===== src/rtl/ipi_pkg.sv =====
package ipi_pkg;

    localparam int WORD_W = 32;

    localparam logic [7:0] OFF_TRIG   = 8'h00;
    localparam logic [7:0] OFF_ACK    = 8'h04;
    localparam logic [7:0] OFF_STATUS = 8'h10;
    localparam logic [7:0] OFF_MASK   = 8'h14;
    localparam logic [7:0] OFF_ENABLE = 8'h18;
    localparam logic [7:0] OFF_DISABLE = 8'h1C;

    typedef enum logic [0:0] {
        IRQ_QUIET  = 1'b0,
        IRQ_RAISED = 1'b1
    } irq_state_e;

    // Bit position in a register word owned by agent idx.
    function automatic int agent_bit(input int idx);
        if (idx == 0)      return 0;
        else if (idx <= 2) return idx + 7;
        else if (idx <= 6) return idx + 13;
        else               return idx + 17;
    endfunction

endpackage


===== src/rtl/ipi_trigger_gen.sv =====
module ipi_trigger_gen #(
    parameter int NUM_AGENTS = 11
) (
    input  logic                  clk,
    input  logic                  rst_n,
    input  logic                  fire_i,
    input  logic [NUM_AGENTS-1:0] bits_i,
    output logic [NUM_AGENTS-1:0] pulse_o
);

    logic [NUM_AGENTS-1:0] pulse_q;

    always_ff @(posedge clk or negedge rst_n) begin
        if (!rst_n) begin
            pulse_q <= '0;
        end else if (fire_i) begin
            pulse_q <= bits_i;
        end else begin
            pulse_q <= '0;
        end
    end

    assign pulse_o = pulse_q;

    // pulses last one cycle and carry the written lanes
    assert_pulse_selfclear_R3: assert property (@(posedge clk) disable iff (!rst_n)
        !fire_i |=> (pulse_o == '0));
    assert_pulse_lanes_R3: assert property (@(posedge clk) disable iff (!rst_n)
        fire_i |=> (pulse_o == $past(bits_i)));

endmodule


===== src/rtl/ipi_status_bank.sv =====
module ipi_status_bank #(
    parameter int NUM_AGENTS = 11
) (
    input  logic                  clk,
    input  logic                  rst_n,
    input  logic [NUM_AGENTS-1:0] req_i,
    input  logic [NUM_AGENTS-1:0] ack_i,
    input  logic                  clr_wr_i,
    input  logic                  en_wr_i,
    input  logic                  dis_wr_i,
    input  logic [NUM_AGENTS-1:0] wbits_i,
    output logic [NUM_AGENTS-1:0] status_o,
    output logic [NUM_AGENTS-1:0] mask_o,
    output logic [NUM_AGENTS-1:0] ack_o
);

    logic [NUM_AGENTS-1:0] status_q, status_d;
    logic [NUM_AGENTS-1:0] mask_q, mask_d;
    logic [NUM_AGENTS-1:0] ack_q;

    always_comb begin
        status_d = status_q;
        if (clr_wr_i) begin
            status_d = status_d & ~wbits_i;
        end
        status_d = status_d | req_i;   // set wins over clear

        mask_d = mask_q;
        if (en_wr_i) begin
            mask_d = mask_d & ~wbits_i;
        end
        if (dis_wr_i) begin
            mask_d = mask_d | wbits_i;
        end
    end

    always_ff @(posedge clk or negedge rst_n) begin
        if (!rst_n) begin
            status_q <= '0;
            mask_q   <= '1;
            ack_q    <= '0;
        end else begin
            status_q <= status_d;
            mask_q   <= mask_d;
            ack_q    <= ack_i;
        end
    end

    assign status_o = status_q;
    assign mask_o   = mask_q;
    assign ack_o    = ack_q;

    // a request always leaves its bit set
    assert_req_sets_R4: assert property (@(posedge clk) disable iff (!rst_n)
        (req_i != '0) |=> ((status_q & $past(req_i)) == $past(req_i)));
    // cleared bits that were not requested read back zero
    assert_w1c_R5: assert property (@(posedge clk) disable iff (!rst_n)
        clr_wr_i |=> ((status_q & $past(wbits_i & ~req_i)) == '0));
    // mask only moves through enable or disable writes
    assert_mask_hold_R6: assert property (@(posedge clk) disable iff (!rst_n)
        !(en_wr_i || dis_wr_i) |=> (mask_q == $past(mask_q)));

endmodule


===== src/rtl/ipi_irq_fsm.sv =====
module ipi_irq_fsm
    import ipi_pkg::*;
(
    input  logic clk,
    input  logic rst_n,
    input  logic pend_i,
    output logic irq_o
);

    irq_state_e state_q, state_d;

    always_comb begin
        state_d = state_q;
        unique case (state_q)
            IRQ_QUIET:  if (pend_i)  state_d = IRQ_RAISED;  // raise
            IRQ_RAISED: if (!pend_i) state_d = IRQ_QUIET;   // drop
            default:    state_d = IRQ_QUIET;
        endcase
    end

    always_ff @(posedge clk or negedge rst_n) begin
        if (!rst_n) begin
            state_q <= IRQ_QUIET;
        end else begin
            state_q <= state_d;
        end
    end

    always_comb begin
        unique case (state_q)
            IRQ_QUIET:  irq_o = 1'b0;
            IRQ_RAISED: irq_o = 1'b1;
            default:    irq_o = 1'b0;
        endcase
    end

endmodule


===== src/rtl/ipi_regblock.sv =====
module ipi_regblock
    import ipi_pkg::*;
#(
    parameter int NUM_AGENTS = 11,
    parameter int ADDR_W     = 8
) (
    input  logic                  clk,
    input  logic                  rst_n,
    input  logic [ADDR_W-1:0]     bus_addr,
    input  logic                  bus_we,
    input  logic [WORD_W-1:0]     bus_wdata,
    input  logic                  bus_re,
    output logic [WORD_W-1:0]     bus_rdata,
    input  logic [NUM_AGENTS-1:0] req_in,
    input  logic [NUM_AGENTS-1:0] ack_in,
    output logic [NUM_AGENTS-1:0] pulse_out,
    output logic [NUM_AGENTS-1:0] observe_out,
    output logic                  irq_o
);

    localparam logic [ADDR_W-1:0] A_TRIG    = ADDR_W'(OFF_TRIG);
    localparam logic [ADDR_W-1:0] A_ACK     = ADDR_W'(OFF_ACK);
    localparam logic [ADDR_W-1:0] A_STATUS  = ADDR_W'(OFF_STATUS);
    localparam logic [ADDR_W-1:0] A_MASK    = ADDR_W'(OFF_MASK);
    localparam logic [ADDR_W-1:0] A_ENABLE  = ADDR_W'(OFF_ENABLE);
    localparam logic [ADDR_W-1:0] A_DISABLE = ADDR_W'(OFF_DISABLE);

    logic [NUM_AGENTS-1:0] wr_lanes;
    logic [NUM_AGENTS-1:0] status_l, mask_l, ack_l;
    logic [WORD_W-1:0]     status_w, mask_w, ack_w, impl_w;
    logic                  pending;
    logic                  unused_wdata;

    assign unused_wdata = ^bus_wdata;

    // lane <-> word bit mapping
    for (genvar g = 0; g < NUM_AGENTS; g++) begin : g_lane
        localparam int BP = agent_bit(g);
        assign wr_lanes[g] = bus_wdata[BP];
    end

    always_comb begin
        status_w = '0;
        mask_w   = '0;
        ack_w    = '0;
        impl_w   = '0;
        for (int i = 0; i < NUM_AGENTS; i++) begin
            status_w[agent_bit(i)] = status_l[i];
            mask_w[agent_bit(i)]   = mask_l[i];
            ack_w[agent_bit(i)]    = ack_l[i];
            impl_w[agent_bit(i)]   = 1'b1;
        end
    end

    ipi_trigger_gen #(.NUM_AGENTS(NUM_AGENTS)) trig_i (
        .clk     (clk),
        .rst_n   (rst_n),
        .fire_i  (bus_we && (bus_addr == A_TRIG)),
        .bits_i  (wr_lanes),
        .pulse_o (pulse_out)
    );

    ipi_status_bank #(.NUM_AGENTS(NUM_AGENTS)) bank_i (
        .clk      (clk),
        .rst_n    (rst_n),
        .req_i    (req_in),
        .ack_i    (ack_in),
        .clr_wr_i (bus_we && (bus_addr == A_STATUS)),
        .en_wr_i  (bus_we && (bus_addr == A_ENABLE)),
        .dis_wr_i (bus_we && (bus_addr == A_DISABLE)),
        .wbits_i  (wr_lanes),
        .status_o (status_l),
        .mask_o   (mask_l),
        .ack_o    (ack_l)
    );

    assign pending = |(status_l & ~mask_l);

    ipi_irq_fsm irq_fsm_i (
        .clk    (clk),
        .rst_n  (rst_n),
        .pend_i (pending),
        .irq_o  (irq_o)
    );

    assign observe_out = status_l;

    always_comb begin
        bus_rdata = '0;
        if (bus_re) begin
            unique case (bus_addr)
                A_ACK:    bus_rdata = ack_w;
                A_STATUS: bus_rdata = status_w;
                A_MASK:   bus_rdata = mask_w;
                default:  bus_rdata = '0;
            endcase
        end
    end

    // interrupt follows pending sources one cycle later
    assert_irq_rise_R8: assert property (@(posedge clk) disable iff (!rst_n)
        pending |=> irq_o);
    assert_irq_fall_R8: assert property (@(posedge clk) disable iff (!rst_n)
        !pending |=> !irq_o);
    // reserved bit positions never read back as one
    assert_reserved_zero_R2: assert property (@(posedge clk) disable iff (!rst_n)
        bus_re |-> ((bus_rdata & ~impl_w) == '0));

endmodule


===== config.mk =====
export PLATFORM = sky130hd
export DESIGN_NAME = ipi_regblock
export DESIGN_NICKNAME = d
export VERILOG_FILES = /design/src/rtl/ipi_pkg.sv /design/src/rtl/ipi_trigger_gen.sv /design/src/rtl/ipi_status_bank.sv /design/src/rtl/ipi_irq_fsm.sv /design/src/rtl/ipi_regblock.sv
export SDC_FILE = /design/constraint.sdc
export NUM_CORES = 1
export LEC_CHECK = 0
export ABC_AREA = 1
export CORE_AREA = 3 3 91 93
export CTS_BUF_LIST = sky130_fd_sc_hd__clkbuf_2 sky130_fd_sc_hd__clkbuf_4 sky130_fd_sc_hd__clkbuf_8
export CTS_CLUSTER_DIAMETER = 200
export DETAILED_ROUTE_END_ITERATION = 12
export DIE_AREA = 0 0 94 96
export GPL_ROUTABILITY_DRIVEN = 0
export GPL_TIMING_DRIVEN = 0
export RECOVER_POWER = 25
export SKIP_CTS_REPAIR_TIMING = 1
export SLEW_MARGIN = 20
export SYNTH_ARGS = -nofsm -noshare
export SYNTH_HDL_FRONTEND = slang
export SYNTH_SLANG_ARGS = --single-unit

===== constraint.sdc =====
create_clock -name clk -period 2.51 [get_ports clk]
set_input_delay 0.251 -clock clk [delete_from_list [all_inputs] [get_ports clk]]
set_output_delay 0.251 -clock clk [all_outputs]
set_load 0.02 [all_outputs]

==> summary.md, run 1 <==
| Metric | Value |
|---|---|
| Result of the run | `complete, no violations` |
| Max FO, Critical Path | `10` |
| Pwr/cell area | `421.1 mW/mm^2` |
| Total routing usage reported by global routing | `13.83%` |
| DIE WIDTH | `94 um` |
| Cell family contributing the most delay on the critical path | `buffers and inverters` |
| TritonCTS clock tree | `done` |
| Leading cell type in the layout, fill and taps excluded | `nand2_1` |
| Register area share after synthesis | `50.30%` |
| Setup violators final | `0` |
| Final critical-path share of the clock period | `82.04%` |
| Fraction of final layout cells sized beyond drive strength 1 | `15.83%` |
| Hold Path End | `bank_i.status_o[7]$_DFF_PN0_` |
| Worst-path cell chain | `clkdlybuf4s50_1 > nand2_1 > nor2_2 > buf_2 > nand3_1 > nand3_1 > nand2_1 > inv_1 > dlymetal6s2s_1` |
| Number of rows created at floorplan | `32` |
| Reg2Reg Capture Point | `irq_fsm_i.state_q$_DFF_PN0_` |
| RSZ-0062 raised after global routing | `no` |
| Synthesized instance count | `290` |
| Number of endpoints with negative hold slack in the final report | `0` |
| HPWL after DPL | `4567 um` |
| Slew HR | `46.40%` |
| Area enclosed by the die boundary | `0.009024 sq mm` |
| Number of antenna-violating nets in the routed design | `0` |
| Cell Area, Synth | `0.002266 sq mm` |
| Worst Path Buf+Inv | `4` |
| Vias | `2082` |
| TritonCTS buffer count | `5` |
| Detailed-route wire length per cell | `11.89 um` |
| Critical Path Source Type | `input pin` |
| Synth cell types | `20` |
| Worst reg-to-reg path cell count | `5` |
| Iteration count of the initial detailed-routing pass | `4` |
| Leakage | `1.938 nW` |
| Ys Warns | `0` |
| Average size of a mapped cell | `7.814 sq um` |
| Count of unresolved DRC violations after routing | `0` |
| Final net count | `463` |
| Hold path cells | `3` |
| Critical path endpoint category | `primary output` |
| Largest net degree at the start of global routing | `34` |
| Post-route worst hold slack | `0.4746 ns` |
| FF+latch count, synth | `45` |
| Post-Place Cells | `491` |
| Final instance area | `0.003391 sq mm` |
| Clk buf depth | `2` |
| CTS root buf | `clkbuf_8` |
| Hold crit path type | `input pin to register` |
| Worst reg-to-reg setup slack | `1.39 ns` |
| Count of max-cap constraint violations | `0` |
| Maximum cell stage delay along the critical path | `0.49 ns` |
| Required time of the worst setup path | `2.26 ns` |
| Clock tree skew after final layout | `0.003864 ns` |
| Highest-count cells in the layout ignoring fill and taps | `nand2_1, clkdlybuf4s50_1, inv_1, nand3_1, dfrtp_1` |
| Clock network latency to the later pin of the worst-skew pair | `0.29 ns` |
| Wire length of the first global-routing pass | `9763 um` |
| Number of levels in the clock H-tree | `2` |
| Placeable core region | `0.007607 sq mm` |
| Count of input and output buffers | `78` |
| Initial detailed-routing violation count | `105` |
| Worst Max-Slew Pin Slew | `0.8040 ns` |
| Total congestion overflow | `0` |
| Number of top-level design ports | `121` |
| Final core utilization | `44.57%` |
| Peak supply drop | `197.9 uV` |
| Final cell count without fillers | `500` |
| Highest achievable clock rate | `0.4856 GHz` |
| Number of max-slew violations in the final report | `0` |
| Vias per cell | `4.164` |
| Cell type of the slowest stage on the worst timing path | `clkdlybuf4s50_1` |
| Hold Path Origin | `req_in[7]` |
| Total design power | `1.428 mW` |
| Min Tclk post-route | `2.059 ns` |
| Vias in the first global route | `1996` |
| Worst EP arrival | `1.81 ns` |
| Antenna violations before repair | `0` |
| Initial Util | `29.79%` |
| Die span in y | `96 um` |
| Number of inserted diodes | `0` |
| Number of clock sinks seen by CTS | `45` |
| Clock-pin slew on the worst setup and hold paths | `0.08 ns` |
| Crit Path Category | `input pin to primary output` |
| Cell area after placement | `0.003264 sq mm` |
| Routed Wire Length | `5946 um` |
| Area growth syn-to-layout | `49.64%` |
per-layer routing:
layer,track usage (%),share of wire (%),up-vias
li1,-,-,1049
met1,17.69,43,934
met2,22.29,45,94
met3,4.769,11,5
met4,3.851,0.81,0
met5,0,0,-
worst min-delay path, cell delays in order:
cell and delay (ns):
clkdlybuf4s50_1 0.39, inv_1 0.05, nand2_1 0.04
worst max path at each step:
stage,to,cells past startpoint,start
finish,bus_rdata[24],9,bus_addr[2]
CTS,bus_rdata[26],9,bus_addr[4]
detailed placement,bus_rdata[26],9,bus_addr[4]
floorplan,bus_rdata[0],8,bus_addr[6]
global placement,trig_i.pulse_o[10]$_DFF_PN0_,1,rst_n
global route,bus_rdata[18],9,bus_addr[4]
stage by stage:
| stage | setup WS [ns] | setup TNS (ns) |
|---|---|---|
| 2_1_floorplan | 1.211 | 0 |
| 3_3_place_gp | -0.02561 | -0.7583 |
| 3_5_place_dp | 0.07415 | 0 |
| 4_1_cts | 0.06423 | 0 |
| 5_1_grt | 0.3048 | 0 |
| 6_report | 0.4508 | 0 |
report_power, final:
group	switching [mW]	internal [mW]	total [mW]	leakage (nW)
sequential	0.0101	0.749	0.759	0.501
combinational	0.0965	0.0955	0.192	1.39
clock	0.230	0.246	0.477	0.0523
final cells by class:
class	count	area, sq um
fill	769	4217
sequential	45	1140
multi-input combinational	180	783.3
clock buffer	8	97.59
tap	102	127.6
inverter	53	198.9
buffer	32	226.5
timing repair buffer	80	817.0
cells in the mapped netlist, drive strengths merged:
master,count,share of area (%)
nand2,77,13
inv,53,8.8
nand3,45,9.9
dfrtp,34,38
buf,30,9.3
nor2,19,3.9
dfstp,11,13
o21ai,11,2.4
o22ai,3,0.83
clkbuf,2,0.33
nor3,2,0.44
and2,1,0.33
conb,1,0.17
o211ai,1,0.33
cell families after synthesis:
kind of cell	count (synthesis)	synth area share (%)
compound gates	15	3.589
other cells	1	0.1655
buf+inv	85	18.44
simple gates	144	27.50
flops	45	50.30
No activity file was read; power rests on OpenSTA's default activity.
==> inputs of run 2 (changes only) <==
- clock period: 2.51 -> 2.1 ns (I/O delays scaled with it)
==> summary.md, run 2 (synthesis gave the netlist of run 1 again) <==
| Metric | Value |
|---|---|
| Highest achievable clock rate | `0.5064 GHz` |
| DIE WIDTH | `94 um (unchanged)` |
| Critical path endpoint category | `primary output` |
| Number of levels in the clock H-tree | `2 (unchanged)` |
| Worst EP arrival | `1.76 ns (-0.05 ns)` |
| Routing usage on met3 | `4.769% (unchanged)` |
| Post-route worst hold slack | `0.4338 ns (-0.04085 ns)` |
| Number of clock sinks seen by CTS | `45 (unchanged)` |
| Highest-count cells in the layout ignoring fill and taps | `nand2_1, clkdlybuf4s50_1, inv_1, nand3_1, dfrtp_1` |
| Number of inserted diodes | `0 (unchanged)` |
| Result of the run | `complete, no violations` |
| Die span in y | `96 um (unchanged)` |
| Iteration count of the initial detailed-routing pass | `4 (unchanged)` |
| Clock-pin slew on the worst setup and hold paths | `0.08 ns (about the same)` |
| Peak supply drop | `239.6 uV (+21%)` |
| Total congestion overflow | `0 (unchanged)` |
| Total routing usage reported by global routing | `13.83% (unchanged)` |
| Number of endpoints with negative hold slack in the final report | `0 (unchanged)` |
| HPWL after DPL | `4567 um (unchanged)` |
| Aggregate negative setup slack | `0 ns (unchanged)` |
| Area growth syn-to-layout | `48.65%` |
| Number of antenna-violating nets in the routed design | `0 (unchanged)` |
| Initial Util | `29.79% (unchanged)` |
| Area enclosed by the die boundary | `0.009024 sq mm (unchanged)` |
| Final instance area | `0.003368 sq mm (-0.66%)` |
| Min Tclk post-route | `1.975 ns` |
| Vias | `2079 (-0.14%)` |
| Wire length of the first global-routing pass | `9763 um (unchanged)` |
| Count of max-cap constraint violations | `0 (unchanged)` |
| Vias per cell | `4.158 (-0.14%)` |
| Largest net degree at the start of global routing | `34 (unchanged)` |
| Maximum cell stage delay along the critical path | `0.50 ns (about the same)` |
| Placeable core region | `0.007607 sq mm (unchanged)` |
| Worst reg-to-reg setup slack | `0.98 ns (-0.41 ns)` |
| Clock tree skew after final layout | `0.003836 ns (-0.00002820 ns)` |
| Routed Wire Length | `5897 um (-0.82%)` |
| Met2 track utilization from global routing | `22.29% (unchanged)` |
| Detailed-route wire length per cell | `11.79 um (-0.82%)` |
| Final critical-path share of the clock period | `94.03%` |
| Setup violators final | `0 (unchanged)` |
| Number of rows created at floorplan | `32 (unchanged)` |
| Count of input and output buffers | `78 (unchanged)` |
| Final net count | `463 (unchanged)` |
| Total design power | `1.706 mW (+19%)` |
| Critical Path Source Type | `input pin` |
| Worst Max-Slew Pin Slew | `0.8033 ns (-0.0007048 ns)` |
| CTS root buf | `clkbuf_8` |
| TritonCTS buffer count | `5 (unchanged)` |
| Pwr/cell area | `506.6 mW/mm^2 (+20%)` |
| Clk buf depth | `2 (unchanged)` |
| Leading cell type in the layout, fill and taps excluded | `nand2_1` |
| Number of max-slew violations in the final report | `0 (unchanged)` |
| Cell type of the slowest stage on the worst timing path | `clkdlybuf4s50_1` |
| Cell family contributing the most delay on the critical path | `buffers and inverters` |
| Worst Path Buf+Inv | `4 (unchanged)` |
| Cell area after placement | `0.003264 sq mm (unchanged)` |
| Max FO, Critical Path | `10 (unchanged)` |
| Clock network latency to the later pin of the worst-skew pair | `0.29 ns (about the same)` |
| Met1 usage | `17.69% (unchanged)` |
| Initial detailed-routing violation count | `84 (-20%)` |
| Fraction of final layout cells sized beyond drive strength 1 | `16.58% (+0.75 points)` |
| Layer with the highest usage | `met2` |
| Hold crit path type | `input pin to register` |
| Crit Path Category | `input pin to primary output` |
| Vias in the first global route | `1996 (unchanged)` |
| Slew HR | `46.45% (+0.047 points)` |
| Antenna violations before repair | `0 (unchanged)` |
| Number of top-level design ports | `121 (unchanged)` |
| Required time of the worst setup path | `1.89 ns (-0.37 ns)` |
| Count of unresolved DRC violations after routing | `0 (unchanged)` |
| Leakage | `1.886 nW (-2.7%)` |
| TritonCTS clock tree | `done` |
| Worst-path cell chain | `clkdlybuf4s50_1 > nand2_1 > nor2_2 > buf_2 > nand3_1 > nand3_1 > nand2_1 > inv_1 > dlymetal6s2s_1` |
-- run 2: cell count changes in the layout (fill, tap and decap cells not counted) --
cell / previous run / this run
clkbuf_2: 1 / 4
dlymetal6s2s_1: 11 / 8
-- run 2: final cells by class --
type	instances	area, sq um
fillers	771	4239
plain buffers	32	226.5
flip-flops and latches	45	1140
multi-input cells	180	783.3
inverters	53	198.9
clock buffers	8	97.59
repair buffers	80	794.5
well taps	102	127.6
-- run 2: path summary, 6_finish.rpt --
path / depth (start not counted) / start / to
max: 9 / bus_addr[2] / bus_rdata[24]
min: 3 / req_in[7] / bank_i.status_o[7]$_DFF_PN0_
max reg2reg: 5 / register / irq_fsm_i.state_q$_DFF_PN0_
min reg2reg: 2 / register / register
max in group asynchronous: 3 / rst_n / bank_i.ack_o[4]$_DFF_PN0_
min in group asynchronous: 2 / rst_n / trig_i.pulse_o[1]$_DFF_PN0_
-- run 2: through the flow --
| step | util [%] | setup WS (ns) | instances |
|---|---|---|---|
| 2_1_floorplan | - | 0.8834 | 310 |
| 3_3_place_gp | 42.71 | -0.3946 | 490 |
| 3_5_place_dp | 42.91 | -0.2538 | 491 |
| 4_1_cts | 44.19 | -0.2638 | 499 |
| 5_1_grt | 44.28 | -0.008497 | 500 |
| 6_report | 44.28 | 0.1254 | 500 |
-- run 2: report_power, final --
part           total (mW)  switching, mW  internal, mW
Combinational       0.229          0.115         0.114
Clock               0.570          0.275         0.294
Sequential          0.908         0.0121         0.895
-- run 2: per-layer routing --
layer	share of wire, %	vias to the layer above
met1	43	936
met4	0.81	0
met3	11	5
met2	45	89
li1	-	1049
met5	0	-
-- run 2: tightest hold or removal path: stages --
cell and delay [ns]:
clkdlybuf4s50_1 0.39, inv_1 0.05, nand2_1 0.04
